<file path="config.mk">
export PLATFORM = sky130hd
export DESIGN_NAME = e1_err_interval_bank
export DESIGN_NICKNAME = d
export VERILOG_FILES = /design/src/rtl/e1pm_pkg.sv /design/src/rtl/e1pm_fas_rule.sv /design/src/rtl/e1pm_sat_counter.sv /design/src/rtl/e1pm_interval_timer.sv /design/src/rtl/e1_err_interval_bank.sv
export SDC_FILE = /design/constraint.sdc
export NUM_CORES = 1
export LEC_CHECK = 0
export ABC_AREA = 1
export BUFFER_PORTS_ARGS = -buffer_cell sky130_fd_sc_hd__buf_2
export CORE_UTILIZATION = 26
export CTS_CLUSTER_SIZE = 12
export DETAILED_ROUTE_END_ITERATION = 7
export SLEW_MARGIN = 10
export SYNTH_ARGS = -nofsm -noshare
export SYNTH_HDL_FRONTEND = slang
export SYNTH_SLANG_ARGS = --single-unit
</file>
<file path="constraint.sdc">
create_clock -name clk -period 4.6 [get_ports clk]
set_clock_uncertainty 0.05 [all_clocks]
set_input_delay 0.92 -clock clk [delete_from_list [all_inputs] [get_ports clk]]
set_output_delay 0.92 -clock clk [all_outputs]
set_load 0.01 [all_outputs]
</file>
<file path="src/rtl/e1pm_pkg.sv">
package e1pm_pkg;

  // Expected content of the alignment word as presented on fas_word
  localparam logic [6:0] ALIGN_PATTERN = 7'b0011011;

  // Width of a single-cycle alignment error increment (at most 7 + 1)
  localparam int unsigned INC_W = 4;

  typedef enum logic [1:0] {
    RULE_PER_BIT      = 2'b00,
    RULE_PER_BIT_NFAS = 2'b01,
    RULE_PER_WORD     = 2'b10,
    RULE_WORD_PAIR    = 2'b11
  } align_rule_e;

  localparam logic [2:0] ADR_CTRL   = 3'd0;
  localparam logic [2:0] ADR_STATUS = 3'd1;
  localparam logic [2:0] ADR_FER    = 3'd2;
  localparam logic [2:0] ADR_RBE    = 3'd3;
  localparam logic [2:0] ADR_CRC    = 3'd4;
  localparam logic [2:0] ADR_PRESC  = 3'd5;

endpackage

</file>
<file path="src/rtl/e1pm_fas_rule.sv">
module e1pm_fas_rule
  import e1pm_pkg::*;
(
  input  logic              clk,
  input  logic              rst,
  input  logic              enable,
  input  align_rule_e       rule,
  input  logic              fas_valid,
  input  logic [6:0]        fas_word,
  input  logic              nfas_valid,
  input  logic              nfas_bit2,
  output logic [INC_W-1:0]  inc
);

  logic [6:0]       err_bits;
  logic [INC_W-1:0] err_count;
  logic             word_bad;
  logic             nfas_bad;
  logic             pend_q;
  logic [INC_W-1:0] raw_inc;

  assign err_bits = fas_word ^ ALIGN_PATTERN;
  assign word_bad = |err_bits;
  assign nfas_bad = ~nfas_bit2;

  always_comb begin
    err_count = '0;
    for (int i = 0; i < 7; i++) begin
      err_count = err_count + INC_W'(err_bits[i]);
    end
  end

  // Outcome of the last alignment word, awaiting the following NFAS frame
  always_ff @(posedge clk) begin
    if (rst || !enable) begin
      pend_q <= 1'b0;
    end else if (fas_valid) begin
      pend_q <= word_bad;
    end else if (nfas_valid) begin
      pend_q <= 1'b0;
    end
  end

  always_comb begin
    raw_inc = '0;
    unique case (rule)
      RULE_PER_BIT: begin
        if (fas_valid) raw_inc = err_count;
      end
      RULE_PER_BIT_NFAS: begin
        raw_inc = (fas_valid ? err_count : '0) +
                  INC_W'(nfas_valid && nfas_bad);
      end
      RULE_PER_WORD: begin
        raw_inc = INC_W'(fas_valid && word_bad);
      end
      RULE_WORD_PAIR: begin
        raw_inc = INC_W'(nfas_valid && (pend_q || nfas_bad));
      end
      default: raw_inc = '0;
    endcase
  end

  assign inc = enable ? raw_inc : '0;

endmodule

</file>
<file path="src/rtl/e1pm_sat_counter.sv">
module e1pm_sat_counter #(
  parameter int unsigned WIDTH = 10,
  parameter int unsigned INC_W = 4
) (
  input  logic             clk,
  input  logic             rst,
  input  logic             restart,
  input  logic [INC_W-1:0] inc,
  output logic [WIDTH-1:0] count
);

  localparam logic [WIDTH-1:0] TOP = {WIDTH{1'b1}};

  logic [WIDTH-1:0] base;
  logic [WIDTH:0]   sum;

  assign base = restart ? '0 : count;
  assign sum  = {1'b0, base} + (WIDTH+1)'(inc);

  always_ff @(posedge clk) begin
    if (rst) begin
      count <= '0;
    end else if (sum[WIDTH]) begin
      count <= TOP;
    end else begin
      count <= sum[WIDTH-1:0];
    end
  end

endmodule

</file>
<file path="src/rtl/e1pm_interval_timer.sv">
module e1pm_interval_timer #(
  parameter int unsigned CNT_W = 16
) (
  input  logic             clk,
  input  logic             rst,
  input  logic             enable,
  input  logic             tick,
  input  logic [CNT_W-1:0] length,
  output logic             expire
);

  logic [CNT_W-1:0] ticks_q;
  logic [CNT_W-1:0] last;

  assign last   = (length == '0) ? '0 : length - 1'b1;
  assign expire = enable && tick && (ticks_q >= last);

  always_ff @(posedge clk) begin
    if (rst || !enable) begin
      ticks_q <= '0;
    end else if (tick) begin
      ticks_q <= (ticks_q >= last) ? '0 : ticks_q + 1'b1;
    end
  end

endmodule

</file>
<file path="src/rtl/e1_err_interval_bank.sv">
module e1_err_interval_bank
  import e1pm_pkg::*;
#(
  parameter int unsigned FER_W         = 7,
  parameter int unsigned RBE_W         = 10,
  parameter int unsigned CRC_W         = 10,
  parameter int unsigned PRESC_W       = 16,
  parameter int unsigned PRESC_DEFAULT = 8000,
  parameter int unsigned ADDR_W        = 3,
  parameter int unsigned DATA_W        = 16
) (
  input  logic              clk,
  input  logic              rst,
  input  logic              frame_tick,
  input  logic              fas_valid,
  input  logic [6:0]        fas_word,
  input  logic              nfas_valid,
  input  logic              nfas_bit2,
  input  logic [1:0]        rbe_cnt,
  input  logic              crc_valid,
  input  logic              crc_mismatch,
  input  logic              bfa_sync,
  input  logic              mfa_sync,
  input  logic              global_update,
  input  logic              reg_wr,
  input  logic              reg_rd,
  input  logic [ADDR_W-1:0] reg_addr,
  input  logic [DATA_W-1:0] reg_wdata,
  output logic [DATA_W-1:0] reg_rdata,
  output logic [FER_W-1:0]  fer_hold,
  output logic [RBE_W-1:0]  rbe_hold,
  output logic [CRC_W-1:0]  crc_hold,
  output logic              xfer_flag,
  output logic              ovr_flag,
  output logic              irq
);

  localparam int unsigned NUM_HOLD = 3;

  logic              auto_en_q;
  logic              irq_en_q;
  align_rule_e       rule_q;
  logic [PRESC_W-1:0] presc_q;

  logic [INC_W-1:0]  fer_inc;
  logic [INC_W-1:0]  rbe_inc;
  logic [INC_W-1:0]  crc_inc;
  logic [FER_W-1:0]  fer_cnt;
  logic [RBE_W-1:0]  rbe_run;
  logic [CRC_W-1:0]  crc_cnt;

  logic              timer_expire;
  logic              host_hold_wr;
  logic              xfer_now;
  logic              status_rd;
  logic [NUM_HOLD-1:0] hold_rd;
  logic [NUM_HOLD-1:0] unread_q;
  logic              xfer_flag_n;
  logic              irq_en_n;
  logic              mf_ok;

  // ---------------- host decode ----------------
  assign host_hold_wr = reg_wr && ((reg_addr == ADDR_W'(ADR_FER)) ||
                                   (reg_addr == ADDR_W'(ADR_RBE)) ||
                                   (reg_addr == ADDR_W'(ADR_CRC)));
  assign status_rd = reg_rd && (reg_addr == ADDR_W'(ADR_STATUS));

  generate
    for (genvar h = 0; h < NUM_HOLD; h++) begin : g_hold_rd
      assign hold_rd[h] = reg_rd && (reg_addr == ADDR_W'(ADR_FER) + ADDR_W'(h));
    end
  endgenerate

  assign xfer_now = global_update || host_hold_wr || timer_expire;

  // ---------------- control registers ----------------
  always_ff @(posedge clk) begin
    if (rst) begin
      auto_en_q <= 1'b0;
      irq_en_q  <= 1'b0;
      rule_q    <= RULE_PER_BIT;
      presc_q   <= PRESC_W'(PRESC_DEFAULT);
    end else if (reg_wr) begin
      if (reg_addr == ADDR_W'(ADR_CTRL)) begin
        auto_en_q <= reg_wdata[0];
        irq_en_q  <= reg_wdata[1];
        rule_q    <= align_rule_e'(reg_wdata[3:2]);
      end else if (reg_addr == ADDR_W'(ADR_PRESC)) begin
        presc_q   <= PRESC_W'(reg_wdata);
      end
    end
  end

  // ---------------- event sources ----------------
  e1pm_fas_rule u_rule (
    .clk        (clk),
    .rst        (rst),
    .enable     (bfa_sync),
    .rule       (rule_q),
    .fas_valid  (fas_valid),
    .fas_word   (fas_word),
    .nfas_valid (nfas_valid),
    .nfas_bit2  (nfas_bit2),
    .inc        (fer_inc)
  );

  assign mf_ok   = bfa_sync && mfa_sync;
  assign rbe_inc = mf_ok ? INC_W'(rbe_cnt) : '0;
  assign crc_inc = INC_W'(mf_ok && crc_valid && crc_mismatch);

  // ---------------- running counters ----------------
  e1pm_sat_counter #(.WIDTH(FER_W), .INC_W(INC_W)) u_fer_cnt (
    .clk (clk), .rst (rst), .restart (xfer_now), .inc (fer_inc), .count (fer_cnt)
  );

  e1pm_sat_counter #(.WIDTH(RBE_W), .INC_W(INC_W)) u_rbe_cnt (
    .clk (clk), .rst (rst), .restart (xfer_now), .inc (rbe_inc), .count (rbe_run)
  );

  e1pm_sat_counter #(.WIDTH(CRC_W), .INC_W(INC_W)) u_crc_cnt (
    .clk (clk), .rst (rst), .restart (xfer_now), .inc (crc_inc), .count (crc_cnt)
  );

  e1pm_interval_timer #(.CNT_W(PRESC_W)) u_timer (
    .clk    (clk),
    .rst    (rst),
    .enable (auto_en_q),
    .tick   (frame_tick),
    .length (presc_q),
    .expire (timer_expire)
  );

  // ---------------- holding registers ----------------
  always_ff @(posedge clk) begin
    if (rst) begin
      fer_hold <= '0;
      rbe_hold <= '0;
      crc_hold <= '0;
    end else if (xfer_now) begin
      fer_hold <= fer_cnt;
      rbe_hold <= rbe_run;
      crc_hold <= crc_cnt;
    end
  end

  // ---------------- read tracking and flags ----------------
  always_ff @(posedge clk) begin
    if (rst) begin
      unread_q <= '0;
    end else if (xfer_now) begin
      unread_q <= '1;
    end else begin
      unread_q <= unread_q & ~hold_rd;
    end
  end

  always_ff @(posedge clk) begin
    if (rst) begin
      ovr_flag <= 1'b0;
    end else if (xfer_now && (|unread_q)) begin
      ovr_flag <= 1'b1;
    end else if (status_rd) begin
      ovr_flag <= 1'b0;
    end
  end

  always_comb begin
    xfer_flag_n = xfer_flag;
    if (xfer_now) begin
      xfer_flag_n = 1'b1;
    end else if (status_rd) begin
      xfer_flag_n = 1'b0;
    end
    irq_en_n = irq_en_q;
    if (reg_wr && (reg_addr == ADDR_W'(ADR_CTRL))) begin
      irq_en_n = reg_wdata[1];
    end
  end

  always_ff @(posedge clk) begin
    if (rst) begin
      xfer_flag <= 1'b0;
      irq       <= 1'b0;
    end else begin
      xfer_flag <= xfer_flag_n;
      irq       <= xfer_flag_n && irq_en_n;
    end
  end

  // ---------------- read data ----------------
  always_ff @(posedge clk) begin
    if (rst) begin
      reg_rdata <= '0;
    end else if (reg_rd) begin
      unique case (reg_addr)
        ADDR_W'(ADR_CTRL):   reg_rdata <= DATA_W'({rule_q, irq_en_q, auto_en_q});
        ADDR_W'(ADR_STATUS): reg_rdata <= DATA_W'({ovr_flag, xfer_flag});
        ADDR_W'(ADR_FER):    reg_rdata <= DATA_W'(fer_hold);
        ADDR_W'(ADR_RBE):    reg_rdata <= DATA_W'(rbe_hold);
        ADDR_W'(ADR_CRC):    reg_rdata <= DATA_W'(crc_hold);
        ADDR_W'(ADR_PRESC):  reg_rdata <= DATA_W'(presc_q);
        default:             reg_rdata <= '0;
      endcase
    end
  end

endmodule

</file>
==> flow_summary.toml <==
[run_status]
outcome = "complete, but fails checks"
violations = "negative setup slack"

[sta]
clock.fmax_mhz = 217
slew_headroom_pct = 35.8
rsz0062_at_grt = "yes"
fin_ws_ns = -0.000786
period_share_pct = 100
min_period_ns = 4.60
worst_slew_pin_slew_ns = 0.956
finalMaxSlewViolations = 0
setup_viol = 1
final_hold_viol_count = 0

[pwr]
p_seq_share_pct = 35.9
power.total_w = 0.00292
comb_power_share_pct = 10.2
vdd_drop_max_mv = 0.235
clkPwrFrac_pct = 54.0
switching_share_pct = 24.3
power_density_nw_per_um2 = 371
p_sw_w = 0.000709
intPower_w = 0.00221
leakage_nw = 3.46

[die]
pin_count = 87
chipWidth_um = 155
dieArea_um2 = 24000
die_y_um = 155
rows = 55
core_um2 = 22800
initial_utilization_pct = 26.7

[finish]
nets = 1039
final_common_cell = "nand2_1"
fill_cells = 2405
drive_gt1_share_pct = 19.9
fin_area_um2 = 7870
final_cell_mix = "nand2_1 (141), inv_1 (119), dfxtp_1 (113), a21oi_1 (93), buf_2 (84)"
syn2layout_area_growth_pct = 29.4
diodes = 0

[critical_path]
end_kind = "register"
crit_chain = "buf_8 -> inv_12 -> ha_4 -> inv_2 -> fa_1 -> inv_2 -> fa_1 -> ha_2 -> fa_1 -> nand2_1 -> inv_2 -> ha_4 -> or2_4 -> o211ai_1 -> inv_1 -> ha_1 -> a21oi_2 -> o21bai_1 -> a21oi_2 -> buf_4 -> buf_6 -> nand3_2 -> nand2_1 -> a21oi_1"
critPathMaxStageDelay_ns = 0.49
critPathKind = "in2reg"
crit_required_ns = 4.82
critPathTopFamily = "adder cells"
critPathArrivalTime_ns = 4.82
r2r-start = "presc_q[2]$_SDFFE_PP0P_"
crit_slowest_cell = "fa_1"
crit_start = "fas_word[0]"
crit_fanout = 2
cp-start-kind = "primary input"
critPathBufInv = 8
reg2reg_slack_ns = 0.27

[logic_synthesis]
synth-main-ff-cell = "dfxtp_1"
synthArstFlopShare_pct = 0
synth_seq_cells = 113
netlist_top_cells_area = "dfxtp_1 (37%), nand2_1 (8.8%), a21oi_1 (8.0%)"
synth.distinct_cells = 47
synth_nets = 932
ys_seq_area_share_pct = 37.2
synth-edff-count = 0
syn_area_um2 = 6090
synth_cells = 853
avgSynthCellArea_um2 = 7.13
synth_top_area_cell = "dfxtp_1"
synth_warnings = 0
yosysTopAreaCellShare_pct = 37.2

[clocking]
clkTransAtPathRegs_ns = 0.06
cts_tree = "yes"
clock-root-buffer = "clkbuf_16"
cts_sinks = 113
htreeDepth = 4
clk_latency_ns = 0.42
clockBufferDepth = 2
cts_buffers = 17
holdBufCountCts = 0

[global_routing]
grt_pass1_vias = 5607
grt_pass1_wl_um = 28500
grt_max_degree = 61
gr-usage-all-layers_pct = 15.3
grt_overflow = 0
antenna_found_initial = 0

[detailed_routing]
viasPerCell = 4.56
drt-total-wl_um = 17800
ant_nets = 0
drt-pass1-iter-count = 5
wl_per_cell_um = 13.8
drc = 0
vias = 5865
initialDrtViolationCount = 378

[placement]
place_hpwl_um = 13400
post-place-ws_ns = -0.568
io_buffer_count = 86
place.gp.congestion = 0.829
placed_cell_area_um2 = 7040

[job]
maxCapViolCount = 0

[worst_hold_path]
worstHoldStart = "reg_rdata[3]$_SDFFE_PP0P_"
hold_path.class = "reg2reg"
==> cells by family after synthesis <==
family                   share of synthesized area, %
flip-flops                                       37.2
AO/OA/AOI/OAI                                    19.5
AND/OR/NAND/NOR                                  22.5
adder cells (fa/ha/maj)                          8.43
XOR/XNOR                                         2.59
buffers and inverters                            9.83
==> cells in the mapped netlist (2+ instances only) <==
cell,count
nand2_1,142
o21ai_0,77
nand4_1,18
ha_1,33
a211oi_1,2
a22oi_1,6
nand3_2,3
nor4_1,3
a31oi_1,3
nand3_1,33
nor3b_1,3
nor2_1,83
clkbuf_1,22
or2_2,3
xor2_1,11
o211ai_1,7
fa_1,5
a221oi_1,2
nor2_2,3
buf_2,4
nor3_1,16
inv_2,2
a21oi_1,97
nand2_2,3
xnor2_1,7
a21boi_0,3
nor3_2,2
o21bai_1,3
inv_1,126
dfxtp_1,113
a41oi_1,2
==> registers in the layout (all words and copies together) (netlist names) <==
| signal | flops |
|---|---|
| presc_q | 16 |
| reg_rdata | 16 |
| u_timer.ticks_q | 16 |
| crc_hold | 10 |
| rbe_hold | 10 |
| u_crc_cnt.count | 10 |
| u_rbe_cnt.count | 10 |
| fer_hold | 7 |
| u_fer_cnt.count | 7 |
| unread_q | 3 |
| rule_q | 2 |
| auto_en_q | 1 |
| irq | 1 |
| irq_en_q | 1 |
| ovr_flag | 1 |
| u_rule.pend_q | 1 |
| xfer_flag | 1 |
==> cell type report <==
class / instances / area (um2) / area share [%]
clock inverter: 15 / 278 / 3.53
timing repair buffer: 116 / 676 / 8.58
multi-input combinational: 583 / 3340 / 42.4
clock buffer: 17 / 425 / 5.40
inverter: 129 / 502 / 6.37
tap: 313 / 392 / 4.97
sequential: 113 / 2260 / 28.7
==> power groups by stage <==
stage | registers [W] | logic [W] | clock network [W]
after floorplan | 0.00106 | 0.000169 | 0
after global placement | 0.00107 | 0.000285 | 0
after detailed placement | 0.00107 | 0.000289 | 0
after CTS | 0.00105 | 0.000292 | 0.00160
after global routing | 0.00105 | 0.000339 | 0.00164
final | 0.00105 | 0.000297 | 0.00158
==> repair_timing <==
item                                    in CTS  in global routing
pin swaps                                    7                 17
resized for setup                            3                 26
endpoints found under the setup margin       7                 26
buffers inserted                             0                  4
==> tightest hold or removal path, cell delays in order, from the launching register on <==
cell and delay, ns:
dfxtp_1 0.30, nand2_1 0.06, a21oi_1 0.05
==> layer usage <==
layer  routed length (um)  vias to the layer above  track usage [%]
li1                     -                     3041                -
met1                 8340                     2702             19.3
met2                 8700                      109             26.0
met3                  610                       13             3.40
met4                  159                        0             4.48
met5                    0                        -                0
==> through the flow <==
stage	hold slack [ns]	TNS, ns	utilization [%]	instances
floorplan	0.380	-0.895	-	853
finish	0.410	-0.000786	34.6	1286
detailed placement	0.398	-3.81	30.9	1250
CTS	0.407	0	34.0	1282
global placement	0.398	-3.33	30.9	1250
global route	0.432	-1.01	34.6	1286
==> path summary, 6_finish.rpt <==
| check | end | depth (start not counted) |
|---|---|---|
| worst max-delay path | u_fer_cnt.count[6]$_SDFF_PP0_ | 24 |
| worst min register to register | reg_rdata[3]$_SDFFE_PP0P_ | 2 |
| worst max register to register | u_fer_cnt.count[6]$_SDFF_PP0_ | 28 |
| worst min-delay path | reg_rdata[3]$_SDFFE_PP0P_ | 2 |
Power figures use the tool's default switching activity.
